[config.mk]
export PLATFORM = sky130hd
export DESIGN_NAME = grp2_mult
export DESIGN_NICKNAME = d
export VERILOG_FILES = /design/src/rtl/grp2_mult.sv
export SDC_FILE = /design/constraint.sdc
export NUM_CORES = 1
export LEC_CHECK = 0
export BUFFER_PORTS_ARGS = -buffer_cell sky130_fd_sc_hd__clkbuf_2
export CORE_MARGIN = 2
export CORE_UTILIZATION = 33
export CTS_BUF_LIST = sky130_fd_sc_hd__clkbuf_4
export CTS_CLUSTER_DIAMETER = 120
export DETAILED_ROUTE_END_ITERATION = 8
export SKIP_LAST_GASP = 1
export SLEW_MARGIN = 20
export SYNTH_ARGS = -nofsm -noshare
export SYNTH_HDL_FRONTEND = slang
export SYNTH_SLANG_ARGS = --single-unit
[constraint.sdc]
create_clock -name clk -period 5.4 [get_ports clk]
set_clock_uncertainty 0.2 [all_clocks]
set_input_delay 0 -clock clk [delete_from_list [all_inputs] [get_ports clk]]
set_output_delay 0 -clock clk [all_outputs]
set_load 0.05 [all_outputs]
[src/rtl/grp2_mult.sv]
module grp2_mult #(
  parameter int W       = 8,
  parameter bit REG_OUT = 1'b1
) (
  input  logic           clk,
  input  logic           rst,
  input  logic           vld_in,
  input  logic [W-1:0]   a_in,
  input  logic [W-1:0]   b_in,
  output logic [2*W-1:0] prod_out,
  output logic           vld_out
);
  localparam int NG = W / 2;
  localparam int RW = W + 2;
  localparam int PW = 2 * W;

  logic [RW-1:0] m1, m2, m3;
  logic [RW-1:0] row [NG];
  logic [PW-1:0] acc [NG+1];
  logic [PW-1:0] sum;

  assign m1 = RW'(a_in);
  assign m2 = RW'({a_in, 1'b0});
  assign m3 = m1 + m2;

  assign acc[0] = '0;
  for (genvar k = 0; k < NG; k++) begin : g_row
    logic [1:0] code;
    assign code = b_in[2*k +: 2];
    always_comb begin
      unique case (code)
        2'd0:    row[k] = '0;
        2'd1:    row[k] = m1;
        2'd2:    row[k] = m2;
        default: row[k] = m3;
      endcase
    end
    assign acc[k+1] = acc[k] + (PW'(row[k]) << (2*k));
  end
  assign sum = acc[NG];

  a_r1_row_bound: assert property (@(posedge clk) disable iff (rst)
    row[NG-1] <= RW'(3 * ((1 << W) - 1)));

  a_r4_zero_operand: assert property (@(posedge clk) disable iff (rst)
    (a_in == '0 || b_in == '0) |-> sum == '0);

  a_r3_range: assert property (@(posedge clk) disable iff (rst)
    sum <= PW'(((1 << W) - 1) * ((1 << W) - 1)));

  if (REG_OUT) begin : g_reg
    always_ff @(posedge clk) begin
      if (rst) begin
        vld_out  <= 1'b0;
        prod_out <= '0;
      end else begin
        vld_out <= vld_in;
        if (vld_in) prod_out <= sum;
      end
    end

    a_r5_valid_follows: assert property (@(posedge clk) disable iff (rst)
      vld_in |=> vld_out);

    a_r7_hold: assert property (@(posedge clk) disable iff (rst)
      !vld_in |=> (!vld_out && $stable(prod_out)));
  end else begin : g_comb
    assign prod_out = sum;
    assign vld_out  = vld_in;
  end
endmodule

# Word-level counts from Yosys, hierarchy flattened
# Cells that the tools add are included.
dict set report totals {
  regBits 17
  inputBits 19
  out_inout_bits 17
  word_cells 22
}
dict set report classes {
  n_addsub 4
  eq_ne 8
  mux 4
  n_reduce_logical 4
}
# cell n
set op_table {}
lappend op_table {{$pmux 10 s3} 4}
lappend op_table {{$add 15x16->16} 1}
lappend op_table {{$add 13x14->15} 1}
lappend op_table {{$add 10x12->13} 1}
lappend op_table {{$add 8x9->10} 1}
lappend op_table {{$eq 2x1->1 const B} 4}
lappend op_table {{$eq 2x2->1 const B} 4}
lappend op_table {{$logic_not 2->1} 4}

# Longest topological paths before layout
# Gate-level depths: netlist (run 1).
dict set report depth {
  word_depth 5
  ltp_mapped 20
  mapped_depth_nobuf 20
}

# Worst setup path after synthesis (run 1)
# No wires, ideal clock.
dict set report synth_timing {
  path_kind {input to register}
  startpoint {input port a_in[1]}
  endpoint {register prod_out[12]}
  setup_time_ns 0.117
  t_arrival_ns 4.057
  slack_ns 1.025
  stages 19
  n_path_buf 1
  cell_sequence {clkbuf_1 -> inv_1 -> fa_1 -> nand2b_1 -> nand2b_1 -> a21oi_1 -> xnor2_1 -> mux2_2 -> a22o_1 -> fa_1 -> inv_1 -> fa_1 -> inv_1 -> ha_1 -> o211ai_1 -> a21oi_1 -> o211a_1 -> or3_1 -> a32o_1}
}
dict set report synth_between {
  elab_chain_cells 5
  word_cells_on_any_way 8
}
# item line
set synth_lines {}
lappend synth_lines {{start: declaration} 8} ;# input logic [W-1:0] a_in,
lappend synth_lines {{$add 8x9->10} 24} ;# assign m3 = m1 + m2;
lappend synth_lines {{$pmux 10 s3} 31} ;# unique case (code)
lappend synth_lines {{$add 10x12->13} 38} ;# assign acc[k+1] = acc[k] + (PW'(row[k]) << (2*k));
lappend synth_lines {{$add 13x14->15} 38}
lappend synth_lines {{$add 15x16->16 (*)} 38}
lappend synth_lines {{end signal: assignment} 58} ;# if (vld_in) prod_out <= sum;
lappend synth_lines {{end: declaration} 10} ;# output logic [2*W-1:0] prod_out,
# Mark *: on every way between the ends. The rest lies on a longest branch, timed or not.
# A chain may end at the register's enable or synchronous reset.

# Final worst setup path (run 1)
dict set report layout_timing {
  startpoint {input port a_in[0]}
  endpoint {register prod_out[12]}
}
# Same word-level chain as after synthesis.

==> out/metrics.cfg, run 1 <==
[critical_path]
reg2regPathDepth=2
r2r-end=prod_out[10]
rrSetupSlack_ns=4.46
crit_path_end_kind=flip-flop
crit_required_ns=5.39
worstSetupPathType=input port to flip-flop
crit_arrival_ns=5.04
start_kind=input port
r2r-start=prod_out[10]
worstPathMaxFanout=9

[placed_design]
port-buffer-count=35
dp.final_hpwl_um=4760
post-place-ws_ns=0.501
gp_congestion=0.883

[synth]
synth_top_area_cell=ha_1
synthCells=312
ys_seq_elements=17
synth_flop_cell=dfxtp_1
ys_seq_area_share_pct=13.2
synth_edf_count=0
yosysWarnings=0
synth.distinct_cells=48
ys_async_sr_fraction_pct=0
syn_area_sq_um=2570
synthesis.nets=376
syn_area_per_cell_sq_um=8.24
ys_top_cells_by_area=ha_1 15%, dfxtp_1 13%, fa_1 11%
synth_top_area_share_pct=15.1

[die]
rows=32
die_area_sq_um=8510
core_sq_um=7650
ios=36
die-height_um=92.3
die_w_um=92.3
initial_utilization_pct=33.6

[sta]
finalCritPeriodShare_pct=93.6
final.min_clock_period_ns=5.05
rsz0062_at_grt=no
finalHoldViolations=0
setup_viol=0
relSlewSlack_pct=59.3
max_freq_mhz=198
whs_ns=0.0164
worst_slack_ns=0.347
final.setup.tns_ns=0
worst_pin_slew_ns=0.609
maxSlewViolCount=0

[hold_path]
min_to=prod_out[0]
min_path_type=input port to flip-flop
whs_path_depth=3
hold_path_startpoint=b_in[0]

[drt]
vias=2303
drt_iter0_drc=136
routedWlPerCell_um=13.8
firstDrtPassIters=4
wl_um=5990
vias_per_cell=5.29
post-route-drc-count=0
ant_nets=0

[clock_tree]
insertion_delay_ns=0.29
cts_tree=yes
clock-root-buffer=clkbuf_4
htreeDepth=1
hold_buffers=2
cts_resized=0
cts_setup_buffers=0
numCtsBuffers=3
path_clk_slew_ns=0.10
cts_max_path_buffers=2
clock-sinks=17

[outcome]
status=finished clean

[grt]
grt_pass1_vias=2281
gr-total-overflow=0
grt_pass1_wl_um=10600
grt_usage_pct=14.9
grt_max_degree=19
antenna_found_initial=0

[cells_and_area]
nets=398
fin_util_pct=36.8
area_delta_synth_final_pct=9.54
diodes=0
drive_gt1_share_pct=16.5

[flow_run]
drv_cap=0

[power_and_ir_drop]
peakVddDrop_v=0.000132
p_per_area_nw_per_um2=297
leakagePower_nw=1.38

## worst max-delay path by stage
stage,startpoint,end,slack (ns),cells past startpoint
final,a_in[0],prod_out[12],0.35,19
after global routing,a_in[0],prod_out[12],0.02,19
after CTS,a_in[0],prod_out[12],0.37,19
after detailed placement,a_in[1],prod_out[12],0.50,18
after global placement,a_in[1],prod_out[12],0.54,18
after floorplan,a_in[1],prod_out[12],1.03,19
## cells in the mapped netlist, types with 2 or more instances
cell       n
a22oi_1    7
o21a_1     3
xnor2_1   15
nor3b_1    2
o21ai_0    4
a211oi_1   2
nor2b_1    7
o221ai_1   2
a31oi_1    2
a32o_1     2
fa_1      14
and2_1     4
or3_1      3
nand3_1    9
a22o_1    19
mux2i_1    7
dfxtp_1   17
clkbuf_1  16
nor2_1    26
ha_1      31
a21o_1     6
mux2_2    12
inv_1     27
nand2_1   21
o21bai_1   2
a21oi_1   21
o211ai_1   3
o21ai_1    6
nand2b_1   3
## report_power, final
part           switching [W]  internal [W]  leakage [nW]
Clock              0.0000391     0.0000337        0.0184
Combinational       0.000368      0.000226          1.22
Sequential         0.0000142      0.000155         0.140
Total               0.000422      0.000414          1.38
## worst max-delay path, stage by stage
cell and delay (ns):
dlygate4sd3_1 0.53, clkbuf_2 0.18, ha_1 0.24, a21o_1 0.16, a21oi_1 0.29, o21bai_1 0.10
a21oi_1 0.17, xor2_1 0.44, o221ai_1 0.24, fa_1 0.51, inv_1 0.05, fa_1 0.52
inv_1 0.04, ha_1 0.35, a21oi_1 0.24, a21oi_1 0.14, o211a_1 0.24, or3_1 0.35
a32o_1 0.24
## placed cells by master, fill, tap and decap left out, types with 9 or more instances in the layout
master	instances
xnor2_1	15
nor2_1	26
inv_1	27
fa_1	14
nand3_1	9
dfxtp_1	17
a22o_1	19
mux2_2	12
nand2_1	21
clkbuf_2	35
ha_1	31
a21oi_1	21
## registers in the layout, summed over array words and instances (netlist names)
signal	flops
vld_out	1
prod_out	16
## kinds of logic (layout without fill, tap and decap cells)
group / count (synthesis) / after routing / share of synthesized area (%)
xor gates and xnor gates: 16 / 16 / 5.45
adders and majority gates: 45 / 45 / 26.0
DFF: 17 / 17 / 13.2
muxes: 19 / 19 / 7.98
AOI/OAI and AO/OA: 87 / 87 / 24.2
buffers and inverters: 48 / 69 / 8.28
and+or+nand+nor: 80 / 80 / 14.8
## routing by layer
metal	GRT usage [%]	wire length, um	up-vias
li1	-	-	1150
met1	20.1	2810	1080
met2	25.4	2780	65
met3	2.55	332	8
met4	2.36	68	0
met5	0	0	-
## per-stage QoR
step,instances,total power (W),instance area (sq um)
after floorplan,312,0.000647,2570
after global placement,429,0.000765,2770
after detailed placement,429,0.000768,2770
after CTS,435,0.000844,2820
after global routing,435,0.000927,2820
final,435,0.000836,2820
## final cells by class
type / count / area, sq um
inverters: 28 / 105
flip-flops and latches: 17 / 340
clock buffers: 4 / 30.0
multi-input cells: 247 / 2020
well taps: 102 / 128
fillers: 806 / 4830
repair buffers: 37 / 195
Note: power is estimated with default switching activity, not from simulation.
==> run 2: changes to the inputs <==
Settings changed: PLACE_DENSITY from default to 0.58, REMOVE_ABC_BUFFERS from default to 1.
==> out/metrics.cfg, run 2 (synthesis gave the netlist of run 1 again) <==
[outcome]
status=finished clean

[sta]
maxSlewViolCount=0  ; unchanged
worst_pin_slew_ns=0.633  ; +0.0241 ns
max_freq_mhz=197  ; -0.53%
relSlewSlack_pct=57.7  ; -1.6 points
final.setup.tns_ns=0  ; unchanged
finalHoldViolations=0  ; unchanged
setup_viol=0  ; unchanged
final.min_clock_period_ns=5.08  ; +0.0267 ns
rsz0062_at_grt=no
finalCritPeriodShare_pct=94.1  ; +0.49 points
whs_ns=0.0151  ; -0.00134 ns

[critical_path]
r2r-start=prod_out[10]
path_cells=dlygate4sd3_1, clkbuf_2, ha_1, a21o_1, a21oi_1, o21bai_1, a21oi_1, xor2_1, o221ai_1, fa_1, inv_1, fa_1, inv_1, ha_1, a21oi_1, a21oi_1, o211a_1, or3_1, a32o_1
worstSetupPathType=input port to flip-flop
path_common_cell=a21oi_1
crit_path_end_kind=flip-flop
crit_required_ns=5.40  ; about the same
worst-path-buf-inv=4  ; unchanged
crit_slowest_cell=dlygate4sd3_1
start_kind=input port
rrSetupSlack_ns=4.46  ; about the same
critPathTopFamily=compound AO/OA/AOI/OAI gates
slowest_delay_ns=0.53  ; about the same
reg2regPathDepth=2  ; unchanged
worstPathMaxFanout=9  ; unchanged
crit_arrival_ns=5.08  ; +0.04 ns
r2r-end=prod_out[10]

[cells_and_area]
final_common_cell=clkbuf_2
drive_gt1_share_pct=16.7  ; +0.20 points
diodes=0  ; unchanged
mostFrequentLayoutCells=35 x clkbuf_2, 31 x ha_1, 27 x inv_1, 26 x nor2_1
top_register=prod_out
fin_util_pct=37.0  ; +0.20 points
seq_area_sq_um=340  ; unchanged
final_cells=437  ; +0.46%
design_area_sq_um=2830  ; +0.53%
multi_input_area_sq_um=2020  ; unchanged
reg.largest.list=prod_out: 16 flops, vld_out: 1 flops
largest_reg_flops=16  ; unchanged
area_delta_synth_final_pct=10.1
nFillCells=799  ; -0.87%
nets=400  ; +0.50%

[clock_tree]
numCtsBuffers=3  ; unchanged
cts_max_path_buffers=2  ; unchanged
path_clk_slew_ns=0.11  ; about the same
htreeDepth=1  ; unchanged
cts_resized=0  ; unchanged
cts_setup_buffers=0  ; unchanged
clock-root-buffer=clkbuf_4
clock-sinks=17  ; unchanged
insertion_delay_ns=0.29  ; about the same
cts_tree=yes

[grt]
gr-total-overflow=0  ; unchanged
grt_max_degree=19  ; unchanged
grt_usage_pct=15.4  ; +0.50 points
grt_pass1_vias=2280  ; -0.044%
antenna_found_initial=0  ; unchanged
grt_pass1_wl_um=10800  ; +1.8%

[power_and_ir_drop]
p_per_area_nw_per_um2=295  ; -0.66%
power_frac_seq_pct=20.2  ; about the same
power_frac_clock_pct=8.1  ; -0.6 points
peakVddDrop_v=0.000119  ; -10%
swShare_pct=51.1  ; +0.67 points
switchingPower_w=0.000427  ; +1.2%
leakagePower_nw=1.39  ; +0.47%
internal_power_w=0.000408  ; -1.5%
p_comb_share_pct=71.7  ; +0.6 points

[placed_design]
port-buffer-count=35  ; unchanged
gp_congestion=0.856  ; -3.1%
dp_cells=430  ; +0.23%
place_area_sq_um=2770  ; +0.27%
dp.final_hpwl_um=4940  ; +3.7%

[hold_path]
min_path_type=input port to flip-flop
min_to=prod_out[15]
hold_path_startpoint=vld_in
whs_path_depth=2  ; -1

[die]
core_sq_um=7650  ; unchanged
rows=32  ; unchanged
die_area_sq_um=8510  ; unchanged
ios=36  ; unchanged
die_w_um=92.3  ; unchanged
die-height_um=92.3  ; unchanged
initial_utilization_pct=33.6  ; unchanged

[flow_run]
drv_cap=0  ; unchanged

[drt]
firstDrtPassIters=5  ; +1
post-route-drc-count=0  ; unchanged
ant_nets=0  ; unchanged
vias_per_cell=5.33  ; +0.71%
vias=2330  ; +1.2%
wl_um=6150  ; +2.7%
routedWlPerCell_um=14.1  ; +2.3%
drt_iter0_drc=159  ; +17%

## run 2: layout make-up
type / count / area share, %
Timing Repair Buffer: 39 / 7.52
Sequential cell: 17 / 12.0
Inverter: 28 / 3.71
Clock inverter: 1 / 0.177
Clock buffer: 3 / 0.796
Multi-Input combinational cell: 247 / 71.3
Tap cell: 102 / 4.51
## run 2: through the flow
stage	power (W)	worst slack, ns
2_1_floorplan	0.000631	1.21
3_3_place_gp	0.000766	0.526
3_5_place_dp	0.000769	0.472
4_1_cts	0.000843	0.360
5_1_grt	0.000926	0.0131
6_report	0.000835	0.321
## run 2: power groups by stage
stage               Sequential, W   Clock, W  Combinational [W]
floorplan                0.000273          0           0.000358
global placement         0.000171          0           0.000594
detailed placement       0.000172          0           0.000597
CTS                      0.000169  0.0000717           0.000602
global route             0.000172  0.0000753           0.000679
finish                   0.000169  0.0000679           0.000599
## run 2: worst max-delay path by stage
| stage | cells after the start | end | from | slack [ns] |
|---|---|---|---|---|
| 2_1_floorplan | 17 | prod_out[12] | a_in[1] | 1.21 |
| 3_3_place_gp | 18 | prod_out[12] | a_in[1] | 0.53 |
| 3_5_place_dp | 18 | prod_out[12] | a_in[1] | 0.47 |
| 4_1_cts | 19 | prod_out[12] | a_in[0] | 0.36 |
| 5_1_grt | 19 | prod_out[12] | a_in[0] | 0.01 |
| 6_report | 19 | prod_out[12] | a_in[0] | 0.32 |
## run 2: timing repair
item                       CTS  global route
hold buffers                 3             0
hold endpoints to repair    11             0
setup endpoints to repair    0             0
## run 2: routing by layer
| metal | routed length, um | GRT usage, % | vias to the layer above |
|---|---|---|---|
| li1 | - | - | 1153 |
| met4 | 93 | 2.24 | 0 |
| met5 | 0 | 0 | - |
| met1 | 2810 | 20.0 | 1102 |
| met2 | 2960 | 27.5 | 65 |
| met3 | 282 | 2.30 | 10 |
